==> src/rtl/sout_pkg.sv <==
package sout_pkg;
  typedef enum logic [2:0] {
    M_IDLE,
    M_WAIT,
    M_LEAD,
    M_SHIFT,
    M_TAIL
  } mst_state_e;

  typedef enum logic {
    S_IDLE,
    S_ARMED
  } slv_state_e;
endpackage

==> src/rtl/sout_edge_sync.sv <==
module sout_edge_sync #(
  parameter int STAGES = 2
) (
  input  logic clk_i,
  input  logic rst_ni,
  input  logic d_i,
  output logic rise_o,
  output logic fall_o
);
  logic [STAGES-1:0] sync_q;
  logic              prev_q;

  always_ff @(posedge clk_i or negedge rst_ni) begin
    if (!rst_ni) begin
      sync_q <= '0;
      prev_q <= 1'b0;
    end else begin
      sync_q <= {sync_q[STAGES-2:0], d_i};
      prev_q <= sync_q[STAGES-1];
    end
  end

  assign rise_o = sync_q[STAGES-1] & ~prev_q;
  assign fall_o = ~sync_q[STAGES-1] & prev_q;
endmodule

==> src/rtl/sout_master_ctl.sv <==
module sout_master_ctl import sout_pkg::*; #(
  parameter int WORD_W   = 24,
  parameter int RDY_LEAD = 4,
  parameter int CS_LEAD  = 8,
  parameter int MSB_LEAD = 2,
  parameter int TAIL_CYC = 8
) (
  input  logic clk_i,
  input  logic rst_ni,
  input  logic start_i,
  input  logic cs_ni,
  output logic sclk_o,
  output logic present_o,
  output logic shift_o,
  output logic rewind_o,
  output logic done_o
);
  localparam int LD_MAX = (CS_LEAD > RDY_LEAD) ? CS_LEAD : RDY_LEAD;
  localparam int CNT_MAX = (TAIL_CYC > LD_MAX) ? TAIL_CYC : LD_MAX;
  localparam int CNT_W = $clog2(CNT_MAX + 1);
  localparam int BIT_W = $clog2(WORD_W + 1);
  localparam logic [CNT_W-1:0] RDY_LD  = CNT_W'(RDY_LEAD - 1);
  localparam logic [CNT_W-1:0] CS_LD   = CNT_W'(CS_LEAD - 1);
  localparam logic [CNT_W-1:0] TAIL_LD = CNT_W'(TAIL_CYC - 2);
  localparam logic [CNT_W-1:0] MSB_AT  = CNT_W'(MSB_LEAD);
  localparam logic [BIT_W-1:0] LAST_BIT = BIT_W'(WORD_W - 1);

  mst_state_e       state_q;
  logic [CNT_W-1:0] cnt_q;
  logic [BIT_W-1:0] bitcnt_q;
  logic             sclk_q;
  logic             in_xfer;

  assign in_xfer   = (state_q == M_LEAD) || (state_q == M_SHIFT);
  assign rewind_o  = in_xfer && cs_ni;
  assign present_o = (state_q == M_LEAD) && !cs_ni && (cnt_q == MSB_AT);
  assign shift_o   = (state_q == M_SHIFT) && !cs_ni && sclk_q && (bitcnt_q != LAST_BIT);
  assign done_o    = (state_q == M_TAIL) && (cnt_q == '0);
  assign sclk_o    = sclk_q;

  always_ff @(posedge clk_i or negedge rst_ni) begin
    if (!rst_ni) begin
      state_q  <= M_IDLE;
      cnt_q    <= '0;
      bitcnt_q <= '0;
      sclk_q   <= 1'b0;
    end else begin
      unique case (state_q)
        M_IDLE: if (start_i) begin
          if (!cs_ni) begin
            state_q <= M_LEAD;
            cnt_q   <= RDY_LD;
          end else begin
            state_q <= M_WAIT;
          end
        end
        M_WAIT: if (!cs_ni) begin
          state_q <= M_LEAD;
          cnt_q   <= CS_LD;
        end
        M_LEAD: begin
          if (cs_ni) begin
            state_q <= M_WAIT;
          end else if (cnt_q == '0) begin
            state_q <= M_SHIFT;
            sclk_q  <= 1'b1;
          end else begin
            cnt_q <= cnt_q - 1'b1;
          end
        end
        M_SHIFT: begin
          if (cs_ni) begin
            state_q  <= M_WAIT;
            sclk_q   <= 1'b0;
            bitcnt_q <= '0;
          end else if (sclk_q) begin
            sclk_q <= 1'b0;
            if (bitcnt_q == LAST_BIT) begin
              state_q <= M_TAIL;
              cnt_q   <= TAIL_LD;
            end else begin
              bitcnt_q <= bitcnt_q + 1'b1;
            end
          end else begin
            sclk_q <= 1'b1;
          end
        end
        M_TAIL: begin
          if (cnt_q == '0) begin
            state_q  <= M_IDLE;
            bitcnt_q <= '0;
          end else begin
            cnt_q <= cnt_q - 1'b1;
          end
        end
        default: state_q <= M_IDLE;
      endcase
    end
  end


  sclk_half_rate_chk: assert property (@(posedge clk_i) disable iff (!rst_ni)
    sclk_q |=> !sclk_q);


  cs_abort_chk: assert property (@(posedge clk_i) disable iff (!rst_ni)
    (cs_ni && in_xfer) |=> (state_q == M_WAIT && !sclk_q));


  tail_full_word_chk: assert property (@(posedge clk_i) disable iff (!rst_ni)
    (state_q == M_TAIL) |-> (bitcnt_q == LAST_BIT));
endmodule

==> src/rtl/sout_slave_ctl.sv <==
module sout_slave_ctl import sout_pkg::*; #(
  parameter int WORD_W      = 24,
  parameter int SYNC_STAGES = 2
) (
  input  logic clk_i,
  input  logic rst_ni,
  input  logic start_i,
  input  logic cs_ni,
  input  logic sclk_i,
  output logic shift_o,
  output logic rewind_o,
  output logic done_o
);
  localparam int BIT_W = $clog2(WORD_W + 1);
  localparam logic [BIT_W-1:0] FULL = BIT_W'(WORD_W);

  slv_state_e       state_q;
  logic [BIT_W-1:0] bitcnt_q;
  logic             h_rise, h_fall;
  logic             armed_sel;

  sout_edge_sync #(.STAGES(SYNC_STAGES)) u_sync (
    .clk_i  (clk_i),
    .rst_ni (rst_ni),
    .d_i    (sclk_i),
    .rise_o (h_rise),
    .fall_o (h_fall)
  );

  assign armed_sel = (state_q == S_ARMED) && !cs_ni;
  assign rewind_o  = (state_q == S_ARMED) && cs_ni && (bitcnt_q != '0);
  assign shift_o   = armed_sel && h_fall && (bitcnt_q != '0) && (bitcnt_q != FULL);
  assign done_o    = armed_sel && h_fall && (bitcnt_q == FULL);

  always_ff @(posedge clk_i or negedge rst_ni) begin
    if (!rst_ni) begin
      state_q  <= S_IDLE;
      bitcnt_q <= '0;
    end else begin
      unique case (state_q)
        S_IDLE: if (start_i) begin
          state_q  <= S_ARMED;
          bitcnt_q <= '0;
        end
        S_ARMED: begin
          if (cs_ni) begin
            bitcnt_q <= '0;
          end else if (h_rise && bitcnt_q != FULL) begin
            bitcnt_q <= bitcnt_q + 1'b1;
          end else if (h_fall && bitcnt_q == FULL) begin
            state_q  <= S_IDLE;
            bitcnt_q <= '0;
          end
        end
        default: state_q <= S_IDLE;
      endcase
    end
  end


  bit_bound_chk: assert property (@(posedge clk_i) disable iff (!rst_ni)
    bitcnt_q <= FULL);


  deselect_clear_chk: assert property (@(posedge clk_i) disable iff (!rst_ni)
    (state_q == S_ARMED && cs_ni) |=> (bitcnt_q == '0));
endmodule

==> src/rtl/sout_port.sv <==
module sout_port import sout_pkg::*; #(
  parameter int WORD_W      = 24,
  parameter int RDY_LEAD    = 4,
  parameter int CS_LEAD     = 8,
  parameter int MSB_LEAD    = 2,
  parameter int TAIL_CYC    = 8,
  parameter int SYNC_STAGES = 2
) (
  input  logic              clk_i,
  input  logic              rst_ni,
  input  logic              slave_mode_i,
  input  logic              cs_ni,
  input  logic              sclk_i,
  input  logic              word_valid_i,
  input  logic [WORD_W-1:0] word_i,
  output logic              rdy_no,
  output logic              sdo_o,
  output logic              sdo_oe_o,
  output logic              sclk_o,
  output logic              sclk_oe_o
);
  localparam int MSB = WORD_W - 1;

  logic              rdy_q, mode_q, sdo_q;
  logic [WORD_W-1:0] word_q, shreg_q;
  logic              accept, m_start, s_start;
  logic              m_sclk, m_present, m_shift, m_rewind, m_done;
  logic              s_shift, s_rewind, s_done;
  logic              present, shift, rewind, done, mode_eff;

  assign accept  = word_valid_i && rdy_q;
  assign m_start = accept && !slave_mode_i;
  assign s_start = accept && slave_mode_i;

  sout_master_ctl #(
    .WORD_W   (WORD_W),
    .RDY_LEAD (RDY_LEAD),
    .CS_LEAD  (CS_LEAD),
    .MSB_LEAD (MSB_LEAD),
    .TAIL_CYC (TAIL_CYC)
  ) u_mst (
    .clk_i     (clk_i),
    .rst_ni    (rst_ni),
    .start_i   (m_start),
    .cs_ni     (cs_ni),
    .sclk_o    (m_sclk),
    .present_o (m_present),
    .shift_o   (m_shift),
    .rewind_o  (m_rewind),
    .done_o    (m_done)
  );

  sout_slave_ctl #(
    .WORD_W      (WORD_W),
    .SYNC_STAGES (SYNC_STAGES)
  ) u_slv (
    .clk_i    (clk_i),
    .rst_ni   (rst_ni),
    .start_i  (s_start),
    .cs_ni    (cs_ni),
    .sclk_i   (sclk_i),
    .shift_o  (s_shift),
    .rewind_o (s_rewind),
    .done_o   (s_done)
  );

  assign present = !mode_q && m_present;
  assign shift   = mode_q ? s_shift  : m_shift;
  assign rewind  = mode_q ? s_rewind : m_rewind;
  assign done    = mode_q ? s_done   : m_done;

  always_ff @(posedge clk_i or negedge rst_ni) begin
    if (!rst_ni) begin
      rdy_q   <= 1'b1;
      mode_q  <= 1'b0;
      sdo_q   <= 1'b0;
      word_q  <= '0;
      shreg_q <= '0;
    end else if (accept) begin
      rdy_q   <= 1'b0;
      mode_q  <= slave_mode_i;
      word_q  <= word_i;
      shreg_q <= word_i;
      sdo_q   <= slave_mode_i ? word_i[MSB] : 1'b0;
    end else if (!rdy_q) begin
      if (done) rdy_q <= 1'b1;
      if (rewind) begin
        shreg_q <= word_q;
        sdo_q   <= mode_q ? word_q[MSB] : 1'b0;
      end else if (present) begin
        sdo_q <= shreg_q[MSB];
      end else if (shift) begin
        shreg_q <= {shreg_q[MSB-1:0], 1'b0};
        sdo_q   <= shreg_q[MSB-1];
      end
    end
  end

  assign mode_eff  = rdy_q ? slave_mode_i : mode_q;
  assign rdy_no    = rdy_q;
  assign sdo_o     = sdo_q;
  assign sdo_oe_o  = !cs_ni;
  assign sclk_o    = m_sclk;
  assign sclk_oe_o = !cs_ni && !mode_eff;


  accept_lowers_rdy_chk: assert property (@(posedge clk_i) disable iff (!rst_ni)
    accept |=> !rdy_q);


  busy_hold_chk: assert property (@(posedge clk_i) disable iff (!rst_ni)
    (!rdy_q && !done) |=> !rdy_q);


  no_slave_sclk_chk: assert property (@(posedge clk_i) disable iff (!rst_ni)
    (!rdy_q && mode_q) |-> !m_sclk);
endmodule

==> config.mk <==
export PLATFORM = sky130hd
export DESIGN_NAME = sout_port
export DESIGN_NICKNAME = d
export VERILOG_FILES = /design/src/rtl/sout_pkg.sv /design/src/rtl/sout_edge_sync.sv /design/src/rtl/sout_master_ctl.sv /design/src/rtl/sout_slave_ctl.sv /design/src/rtl/sout_port.sv
export SDC_FILE = /design/constraint.sdc
export NUM_CORES = 1
export LEC_CHECK = 0
export BUFFER_PORTS_ARGS = -buffer_cell sky130_fd_sc_hd__buf_2
export CORE_ASPECT_RATIO = 0.8
export CORE_MARGIN = 10
export CORE_UTILIZATION = 44
export CTS_CLUSTER_DIAMETER = 30
export DETAILED_ROUTE_END_ITERATION = 8
export GPL_TIMING_DRIVEN = 0
export MAX_ROUTING_LAYER = met4
export PLACE_DENSITY = 0.72
export SETUP_SLACK_MARGIN = 0.1
export SYNTH_ARGS = -nofsm -noshare
export SYNTH_HDL_FRONTEND = slang
export SYNTH_SLANG_ARGS = --single-unit
==> constraint.sdc <==
create_clock -name clk_i -period 2.95 [get_ports clk_i]
set_clock_uncertainty 0.1 [all_clocks]
set_input_delay 0.4425 -clock clk_i [delete_from_list [all_inputs] [get_ports clk_i]]
set_output_delay 0.4425 -clock clk_i [all_outputs]
set_load 0.02 [all_outputs]
==> flow_metrics.py, run 1 <==
metrics = {
    "logic_synthesis": {
        "synthArstFlopShare": 1.000,
        "synth-xor-area-share": 0.006986,
        "synth_top_family_by_area": "simple AND/OR/NAND/NOR gates",
        "synth_most_common_cell": "nand2_1",
        "synth_top_area_share": 0.4790,
        "yosysSeqAreaShare": 0.4860,
        "yosys_warnings": 0,
        "yosys_register_bits": 73,
        "avgSynthCellArea_um2": 9.241,
        "synthCells": 407,
        "synthesis.nets": 443,
        "synth.area.top_cells": "dfrtp_1 (48%), nand2_1 (11%), o211a_1 (6.1%)",
        "synth_compound_area_frac": 0.1976,
        "synth_flop_cell": "dfrtp_1",
        "synth_common_cells": "nand2_1 (111), dfrtp_1 (72), o21ai_0 (35)",
        "synth-adder-area-share": 0.01996,
        "ys_types": 53,
        "synth_enable_flop_cells": 0,
        "netlist_area_um2": 3761,
        "synth-simple-area-share": 0.2342,
        "yosysTopAreaCell": "dfrtp_1",
        "synthMuxAreaShare": 0.01131,
    },
    "clock_network": {
        "cts_setup_buffers": 0,
        "cts_htree_levels": 3,
        "max-clock-path-buffers": 2,
        "clock_latency_ns": 0.35,
        "clkTransAtPathRegs_ns": 0.07,
        "cts_buffers": 9,
        "cts.sinks": 73,
        "cts_root_buf": "clkbuf_8",
        "cts_tree": "yes",
    },
    "final_layout": {
        "area_growth_pct": 15.80,
        "nets": 489,
        "design_area_um2": 4355,
        "utilization": 0.5180,
        "drive_above_1_share": 0.1616,
        "n_antenna_cell": 0,
    },
    "detailed_routing": {
        "postRouteAntennaNets": 0,
        "wl_per_cell_um": 15.21,
        "wl_um": 8667,
        "vias": 3091,
        "viasPerCell": 5.423,
        "drc": 0,
        "drt_iter0_markers": 247,
        "dr.pass1.iters": 4,
    },
    "worst_setup_path": {
        "cp.required_ns": 3.07,
        "crit_buf_inv": 2,
        "startpoint": "u_slv.bitcnt_q[0]",
        "cp_slowest_stage_delay_ns": 0.51,
        "cpLargestDelayFamily": "compound AO/OA/AOI/OAI gates",
        "crit_type": "flip-flop to flip-flop",
        "crit_arrival_ns": 2.71,
        "worstPathCellList": "inv_1 -> ha_1 -> or4b_4 -> a41oi_2 -> clkbuf_1 -> o211a_1 -> o21ai_0",
        "crit_fanout": 10,
        "worstReg2RegStart": "u_slv.bitcnt_q[0]",
        "r2r-end": "shreg_q[9]",
        "worstSetupStartpointType": "flip-flop",
        "reg2reg_depth": 7,
        "critPathSlowestCell": "or4b_4",
        "r2r_slack_ns": 0.36,
        "worstSetupEndpointType": "flip-flop",
    },
    "pwr": {
        "powerDensity_nw_per_um2": 508.1,
        "leakage_nw": 2.069,
        "finalPower_w": 0.002213,
        "peakVddDrop_uv": 200.9,
    },
    "grt": {
        "grt_first_pass_wirelength_um": 14630,
        "grt_overflow_total": 0,
        "grt_max_degree": 50,
        "grt_pass1_vias": 3052,
        "antenna_found_initial": 0,
        "grt_use_total": 0.1473,
    },
    "sta": {
        "period_share": 0.8791,
        "tightest_slew_ns": 0.6162,
        "hold_viol": 0,
        "finalSetupViolCount": 0,
        "layout_setup_ws_ns": 0.3565,
        "max_freq_ghz": 0.3856,
        "fin_setup_tns_ns": 0,
        "fin_crit_ns": 2.593,
        "grt_setup_unrepaired": "false",
        "slew_viol_final": 0,
        "slew_headroom": 0.5836,
    },
    "hold_path": {
        "hp-start": "sclk_i",
        "min_to": "u_slv.u_sync.sync_q[0]",
        "holdCritPathClass": "input pin to flip-flop",
        "whs_path_depth": 1,
    },
    "floorplanning": {
        "io_pins": 35,
        "die-area_um2": 12670,
        "start_util": 0.4473,
        "die_w_um": 123.4,
        "die_h_um": 102.7,
        "num_rows": 30,
        "core_um2": 8408,
    },
    "placed_design": {
        "place_ws_ns": 0.2608,
        "post_dp_cell_area_um2": 4096,
        "io_buffers": 33,
        "place_hpwl_um": 6228,
        "gp_congestion": 0.8213,
    },
    "status": {
        "outcome": "completed",
    },
    "job": {
        "drv_cap": 0,
    },
}
==> worst max-delay path by stage <==
| stage | cells past startpoint | endpoint | slack [ns] |
|---|---|---|---|
| finish | 7 | shreg_q[9] | 0.36 |
| global route | 7 | shreg_q[20] | 0.10 |
| floorplan | 9 | shreg_q[4] | 0.72 |
| detailed placement | 7 | u_mst.cnt_q[1] | 0.26 |
| CTS | 7 | u_mst.cnt_q[1] | 0.23 |
| global placement | 7 | u_mst.cnt_q[1] | 0.30 |
==> power by group <==
part           leakage [nW]  internal (W)  total, W  switching [W]
registers             0.986       0.00103   0.00105      0.0000269
clock network         0.121      0.000566  0.000952       0.000386
logic                 0.962     0.0000871  0.000208       0.000121
==> routing by layer <==
layer,track usage,part of all wire,vias up
met5,-,0,-
met4,0.04379,0.012,0
met3,0.03339,0.034,10
met2,0.2240,0.47,53
met1,0.1927,0.49,1509
li1,-,-,1519
==> layout by cell type (no fill, tap or decap), types with 3 or more instances in the layout <==
master     synthesis  routed
nand2_1          111     111
clkinv_4           0       3
o21ai_0           35      35
nand3b_1           5       5
buf_6              4       4
nand3_1           27      27
nor2_1            10      10
clkbuf_8           0       9
bufinv_16          0       3
a21oi_1           11      11
ha_1               6       6
nand2b_1           7       7
nor3_1             5       5
clkbuf_1          13      14
a22o_1             3       3
a21o_1             3       3
nor4bb_1           3       3
inv_1              9       9
dfrtp_1           72      72
and3_1             3       3
nand4b_1           3       3
o211a_1           23      23
buf_2              5      37
xor2_1             3       3
==> registers in the layout, indices dropped and copies added, names as in the netlist <==
signal,flops
u_slv.bitcnt_q,5
u_slv.u_sync.sync_q,2
u_mst.state_q,3
sdo_o,1
u_mst.sclk_o,1
u_slv.state_q,1
u_mst.bitcnt_q,5
rdy_no,1
word_q,24
shreg_q,24
u_mst.cnt_q,4
u_slv.u_sync.prev_q,1
mode_q,1
==> stage by stage <==
stage	instances	hold WS [ns]
5_1_grt	570	0.08657
6_report	570	0.1007
3_3_place_gp	552	0.2373
3_5_place_dp	553	0.2394
2_1_floorplan	407	0.04691
4_1_cts	570	0.08215
==> layout make-up <==
cell class / instances / area (um^2)
tap: 112 / 140.1
fill: 830 / 4053
timing repair buffer: 35 / 205.2
clock inverter: 6 / 116.4
multi-input combinational: 300 / 1773
clock buffer: 10 / 127.6
sequential: 73 / 1828
inverter: 9 / 33.78
buffer: 25 / 131.4
==> logic make-up after synthesis <==
logic type,count (synthesis)
buffers and inverters,34
xor gates and xnor gates,3
and+or+nand+nor,188
adders and majority gates,6
muxes,4
AOI/OAI and AO/OA,99
DFF,73
==> timing repair <==
action	CTS	global route
gates resized for setup	0	1
endpoints found under the setup margin	0	3
hold endpoints to repair	24	0
hold buffers	1	0
(Power assumes the default switching activity.)
==> run 2: changes to the inputs <==
Settings changed: CORE_UTILIZATION 44 to 55, GPL_TIMING_DRIVEN 0 to default, PLACE_DENSITY 0.72 to 0.85.
Clock period 2.95 ns to 2.6 ns, I/O delays scaled along.
==> run 2 against run 1 <==
Compared with the run above: die area is 17% lower; critical path depth did not move; clock power rose by 6%; total power rose by 12%; first-iteration DRC count decreased by 23%; fmax grew 6.8%; sequential power grew 13%; largest cell class unchanged.
==> flow_metrics.py, run 2 (synthesis gave the netlist of run 1 again) <==
metrics = {
    "worst_setup_path": {
        "worstReg2RegStart": "u_slv.bitcnt_q[0]",
        "worstSetupEndpointType": "flip-flop",
        "worstSetupStartpointType": "flip-flop",
        "reg2reg_depth": 7,
        "crit_arrival_ns": 2.56,
        "crit_fanout": 6,
        "r2r_slack_ns": 0.17,
        "crit_type": "flip-flop to flip-flop",
        "cp.required_ns": 2.73,
        "r2r-end": "sdo_o",
    },
    "clock_network": {
        "cts_htree_levels": 3,
        "cts_root_buf": "clkbuf_8",
        "cts_tree": "yes",
        "clock_latency_ns": 0.35,
        "cts_buffers": 9,
        "max-clock-path-buffers": 2,
        "cts.sinks": 73,
        "clkTransAtPathRegs_ns": 0.07,
    },
    "pwr": {
        "peakVddDrop_uv": 520.4,
        "power_frac_comb": 0.109,
        "p_int_w": 0.001854,
        "sw_frac_of_total": 0.2508,
        "powerDensity_nw_per_um2": 567.5,
        "power.share.sequential": 0.482,
        "switchingPower_w": 0.0006206,
        "leakage_nw": 2.113,
        "clkPwrFrac": 0.408,
    },
    "detailed_routing": {
        "postRouteAntennaNets": 0,
        "wl_per_cell_um": 16.33,
        "dr.pass1.iters": 4,
        "vias": 3154,
        "wl_um": 8734,
        "drt_iter0_markers": 191,
        "viasPerCell": 5.895,
        "drc": 0,
    },
    "grt": {
        "grt_pass1_vias": 3050,
        "grt_first_pass_wirelength_um": 14560,
        "antenna_found_initial": 0,
        "grt_use_total": 0.1670,
        "grt_max_degree": 74,
        "grt_overflow_total": 0,
    },
    "final_layout": {
        "top_regs": "shreg_q (24), word_q (24)",
        "area_growth_pct": 15.93,
        "finalNonFillerCells": 535,
        "nets": 482,
        "nFillCells": 518,
        "utilization": 0.6702,
        "drive_above_1_share": 0.1818,
        "layout_commonest_cell": "nand2_1",
        "final_cell_mix": "nand2_1 (111), dfrtp_1 (72), o21ai_0 (35)",
        "n_antenna_cell": 0,
    },
    "placed_design": {
        "dp_cells": 514,
        "place_hpwl_um": 5656,
        "io_buffers": 34,
        "gp_congestion": 0.8520,
    },
    "floorplanning": {
        "core_um2": 6506,
        "die-area_um2": 10570,
        "start_util": 0.5781,
        "num_rows": 26,
        "io_pins": 35,
        "die_h_um": 93.97,
        "die_w_um": 112.5,
    },
    "sta": {
        "period_share": 0.9339,
        "slew_headroom": 0.6251,
        "max_freq_ghz": 0.4118,
        "hold_viol": 0,
        "grt_setup_unrepaired": "false",
        "fin_setup_tns_ns": 0,
        "fin_crit_ns": 2.428,
        "finalSetupViolCount": 0,
        "tightest_slew_ns": 0.5611,
        "fin_hold_ws_ns": 0.05253,
        "slew_viol_final": 0,
    },
    "job": {
        "drv_cap": 0,
    },
    "hold_path": {
        "holdCritPathClass": "input pin to flip-flop",
        "hp-start": "sclk_i",
        "whs_path_depth": 1,
        "min_to": "u_slv.u_sync.sync_q[0]",
    },
    "status": {
        "outcome": "completed",
    },
}
==> run 2: cell types whose count changed in the layout (fill, tap and decap cells not counted), sizes merged <==
cell / change
bufinv: -1
inv: +1
clkbuf: -13
buf: +6
clkinv: -1
clkinvlp: +1
==> run 2: per-stage QoR <==
stage / power [W] / worst slack (ns) / cell area, um^2
after CTS: 0.002488 / 0.1667 / 4309
after global placement: 0.001468 / 0.2719 / 4071
final: 0.002475 / 0.1718 / 4360
after floorplan: 0.001353 / 0.3688 / 3761
after global routing: 0.002579 / 0.1265 / 4360
after detailed placement: 0.001482 / 0.1787 / 4071
==> run 2: how the worst max path moves through the flow <==
stage | startpoint | endpoint | slack [ns] | cells after the start
2_1_floorplan | u_slv.bitcnt_q[0] | shreg_q[4] | 0.37 | 9
3_3_place_gp | cs_ni | sdo_o | 0.27 | 6
3_5_place_dp | u_slv.bitcnt_q[0] | sdo_o | 0.18 | 7
4_1_cts | u_slv.bitcnt_q[0] | sdo_o | 0.17 | 7
5_1_grt | u_slv.bitcnt_q[0] | shreg_q[21] | 0.13 | 9
6_report | u_slv.bitcnt_q[0] | sdo_o | 0.17 | 7
==> run 2: power groups by stage <==
| stage | combinational [W] | clock [W] | sequential (W) |
|---|---|---|---|
| detailed placement | 0.000267 | 0 | 0.00121 |
| global placement | 0.000256 | 0 | 0.00121 |
| CTS | 0.000270 | 0.00102 | 0.00119 |
| floorplan | 0.000146 | 0 | 0.00121 |
| global route | 0.000306 | 0.00107 | 0.00120 |
| finish | 0.000271 | 0.00101 | 0.00119 |
==> run 2: final cells by class <==
| class | count | area, um^2 | share of cell area |
|---|---|---|---|
| Multi-Input combinational cell | 300 | 1779 | 0.4080 |
| Inverter | 9 | 33.78 | 0.007747 |
| Timing Repair Buffer | 53 | 386.6 | 0.08867 |
| Sequential cell | 73 | 1828 | 0.4192 |
| Clock inverter | 6 | 90.09 | 0.02066 |
| Tap cell | 84 | 105.1 | 0.02410 |
| Clock buffer | 10 | 137.6 | 0.03156 |
==> run 2: repair_timing <==
| action | in CTS | in global routing |
|---|---|---|
| buffers inserted | 0 | 2 |
| endpoints found under the hold margin | 72 | 0 |
| endpoints found under the setup margin | 0 | 15 |
| hold buffers | 1 | 0 |
| resized for setup | 0 | 1 |
==> run 2: critical path, stage by stage, from the launching register on <==
cell and delay [ns]:
dfrtp_1 0.42, inv_1 0.07, ha_1 0.19, or4b_4 0.52
a41o_4 0.34, nor3_1 0.25, a21boi_1 0.14, mux2_2 0.29
==> run 2: metal layers <==
| layer | share of wire | up-vias | wire length [um] | GRT usage |
|---|---|---|---|---|
| li1 | - | 1508 | - | - |
| met1 | 0.45 | 1538 | 3899 | 0.2109 |
| met2 | 0.50 | 93 | 4352 | 0.2640 |
| met3 | 0.043 | 15 | 376 | 0.03640 |
| met4 | 0.012 | 0 | 106 | 0.04958 |
| met5 | 0 | - | 0 | - |
==> run 3: changes to the inputs <==
Settings changed: BUFFER_PORTS_ARGS -buffer_cell sky130_fd_sc_hd__buf_2 to -buffer_cell sky130_fd_sc_hd__buf_4, RECOVER_POWER from default to 100.
==> run 3 against run 2 <==
Compared with the run above: via count down 3.2%; combinational power about the same; non-clock buffer count down 6; final cell count down 1.5%; register-to-register slack worse by 0.02 ns; fmax down 0.63%; sequential share of layout area up 0.63 points; clock power down 13%; global-route usage down 0.33 points; die area unchanged; the flow now finishes with violations (capacitance limit, slew limit); largest power group unchanged; core utilization down 1.0 points.
==> flow_metrics.py, run 3 (synthesis gave the netlist of run 1 again) <==
metrics = {
    "status": {
        "outcome": "finished, violations left",
        "violations": "capacitance limit, slew limit",
    },
    "sta": {
        "fin_crit_ns": 2.444,
        "layout_setup_ws_ns": 0.1564,
        "finalSetupViolCount": 0,
        "hold_viol": 0,
        "max_freq_ghz": 0.4092,
        "slew_headroom": -0.1804,
        "grt_setup_unrepaired": "false",
        "period_share": 0.9398,
        "slew_viol_final": 74,
        "fin_setup_tns_ns": 0,
        "tightest_slew_ns": 1.771,
    },
    "pwr": {
        "peakVddDrop_uv": 366.6,
        "powerDensity_nw_per_um2": 544.3,
        "leakage_nw": 2.061,
    },
    "worst_setup_path": {
        "reg2reg_depth": 8,
        "cp_num_cells": 8,
        "worstReg2RegStart": "u_slv.bitcnt_q[0]",
        "r2r-end": "shreg_q[5]",
        "crit_arrival_ns": 2.62,
        "cp_slowest_stage_delay_ns": 0.51,
        "cpLargestDelayFamily": "compound AO/OA/AOI/OAI gates",
        "worstPathCellList": "inv_1 -> ha_1 -> or4b_4 -> a41o_1 -> o31ai_4 -> clkbuf_16 -> nand2_1 -> o21ai_0",
        "worstSetupStartpointType": "flip-flop",
        "crit_buf_inv": 2,
        "crit_fanout": 24,
        "critPathSlowestCell": "or4b_4",
        "r2r_slack_ns": 0.16,
        "cp.required_ns": 2.78,
        "worstSetupEndpointType": "flip-flop",
        "crit_type": "flip-flop to flip-flop",
    },
    "clock_network": {
        "cts_root_buf": "clkbuf_8",
        "clkTransAtPathRegs_ns": 0.07,
        "post_cts_resized": 0,
        "cts_htree_levels": 3,
        "cts_hold_buf": 0,
        "cts_setup_buffers": 0,
        "clock_latency_ns": 0.35,
        "cts_tree": "yes",
        "cts.sinks": 73,
        "max-clock-path-buffers": 2,
        "cts_buffers": 9,
    },
    "final_layout": {
        "layout_commonest_cell": "nand2_1",
        "design_area_um2": 4295,
        "drive_above_1_share": 0.1467,
        "final_cell_mix": "nand2_1 (111), dfrtp_1 (72), o21ai_0 (36)",
        "area_growth_pct": 14.20,
        "n_antenna_cell": 0,
        "top_regs": "shreg_q (24), word_q (24)",
        "utilization": 0.6602,
        "nets": 476,
    },
    "placed_design": {
        "gp_congestion": 0.8367,
        "post_dp_cell_area_um2": 4129,
        "place_ws_ns": 0.2127,
        "place_hpwl_um": 5570,
        "io_buffers": 34,
    },
    "detailed_routing": {
        "dr.pass1.iters": 4,
        "wl_um": 8498,
        "vias": 3053,
        "viasPerCell": 5.793,
        "postRouteAntennaNets": 0,
        "wl_per_cell_um": 16.13,
        "drt_iter0_markers": 204,
        "drc": 0,
    },
    "hold_path": {
        "holdCritPathClass": "input pin to flip-flop",
        "whs_path_depth": 1,
        "min_to": "u_slv.u_sync.sync_q[0]",
        "hp-start": "sclk_i",
    },
    "grt": {
        "grt_pass1_vias": 2991,
        "grt_overflow_total": 0,
        "grt_max_degree": 74,
        "grt_first_pass_wirelength_um": 14100,
        "grt_use_total": 0.1637,
        "antenna_found_initial": 0,
    },
    "floorplanning": {
        "num_rows": 26,
        "die_h_um": 93.97,
        "start_util": 0.5781,
        "io_pins": 35,
        "die_w_um": 112.5,
        "die-area_um2": 10570,
        "core_um2": 6506,
    },
    "job": {
        "drv_cap": 1,
    },
}
==> run 3: cell count changes in the layout (fill, tap and decap cells not counted), sizes merged <==
cell	change
clkbuf	+11
buf	-15
inv	-1
dlygate4sd3	-1
bufinv	-1
clkinv	-1
==> run 3: metrics by stage <==
| step | total power [W] | cells | hold slack (ns) |
|---|---|---|---|
| after floorplan | 0.001353 | 407 | -0.005591 |
| after global routing | 0.002435 | 527 | 0.05062 |
| final | 0.002338 | 527 | 0.06714 |
| after global placement | 0.001475 | 512 | 0.2314 |
| after CTS | 0.002349 | 526 | 0.03186 |
| after detailed placement | 0.001484 | 512 | 0.2379 |
==> run 3: power breakdown <==
| group | total, W | internal, W | switching [W] | leakage [nW] |
|---|---|---|---|---|
| clock network | 0.000875 | 0.000458 | 0.000418 | 0.0913 |
| logic | 0.000271 | 0.000126 | 0.000144 | 0.983 |
| registers | 0.00119 | 0.00116 | 0.0000279 | 0.987 |
==> run 3: area by class of cell <==
cell class	instances	area (um^2)
fill	520	2211
sequential	73	1828
multi-input combinational	300	1764
timing repair buffer	47	380.4
clock buffer	11	141.4
tap	84	105.1
clock inverter	3	42.54
inverter	9	33.78
==> run 3: worst max-delay path by stage <==
stage                      start           to
2_1_floorplan  u_slv.bitcnt_q[0]   shreg_q[4]
3_3_place_gp   u_slv.bitcnt_q[0]   shreg_q[9]
3_5_place_dp   u_slv.bitcnt_q[0]  shreg_q[12]
4_1_cts        u_slv.bitcnt_q[0]   shreg_q[4]
5_1_grt        u_slv.bitcnt_q[0]  shreg_q[22]
6_report       u_slv.bitcnt_q[0]   shreg_q[5]
==> run 3: layer usage <==
layer | track usage | wire, um | vias to the layer above
met5 | - | 0 | -
met4 | 0.05169 | 96 | 0
met3 | 0.04725 | 460 | 9
met2 | 0.2534 | 4135 | 80
met1 | 0.2030 | 3805 | 1469
li1 | - | - | 1495
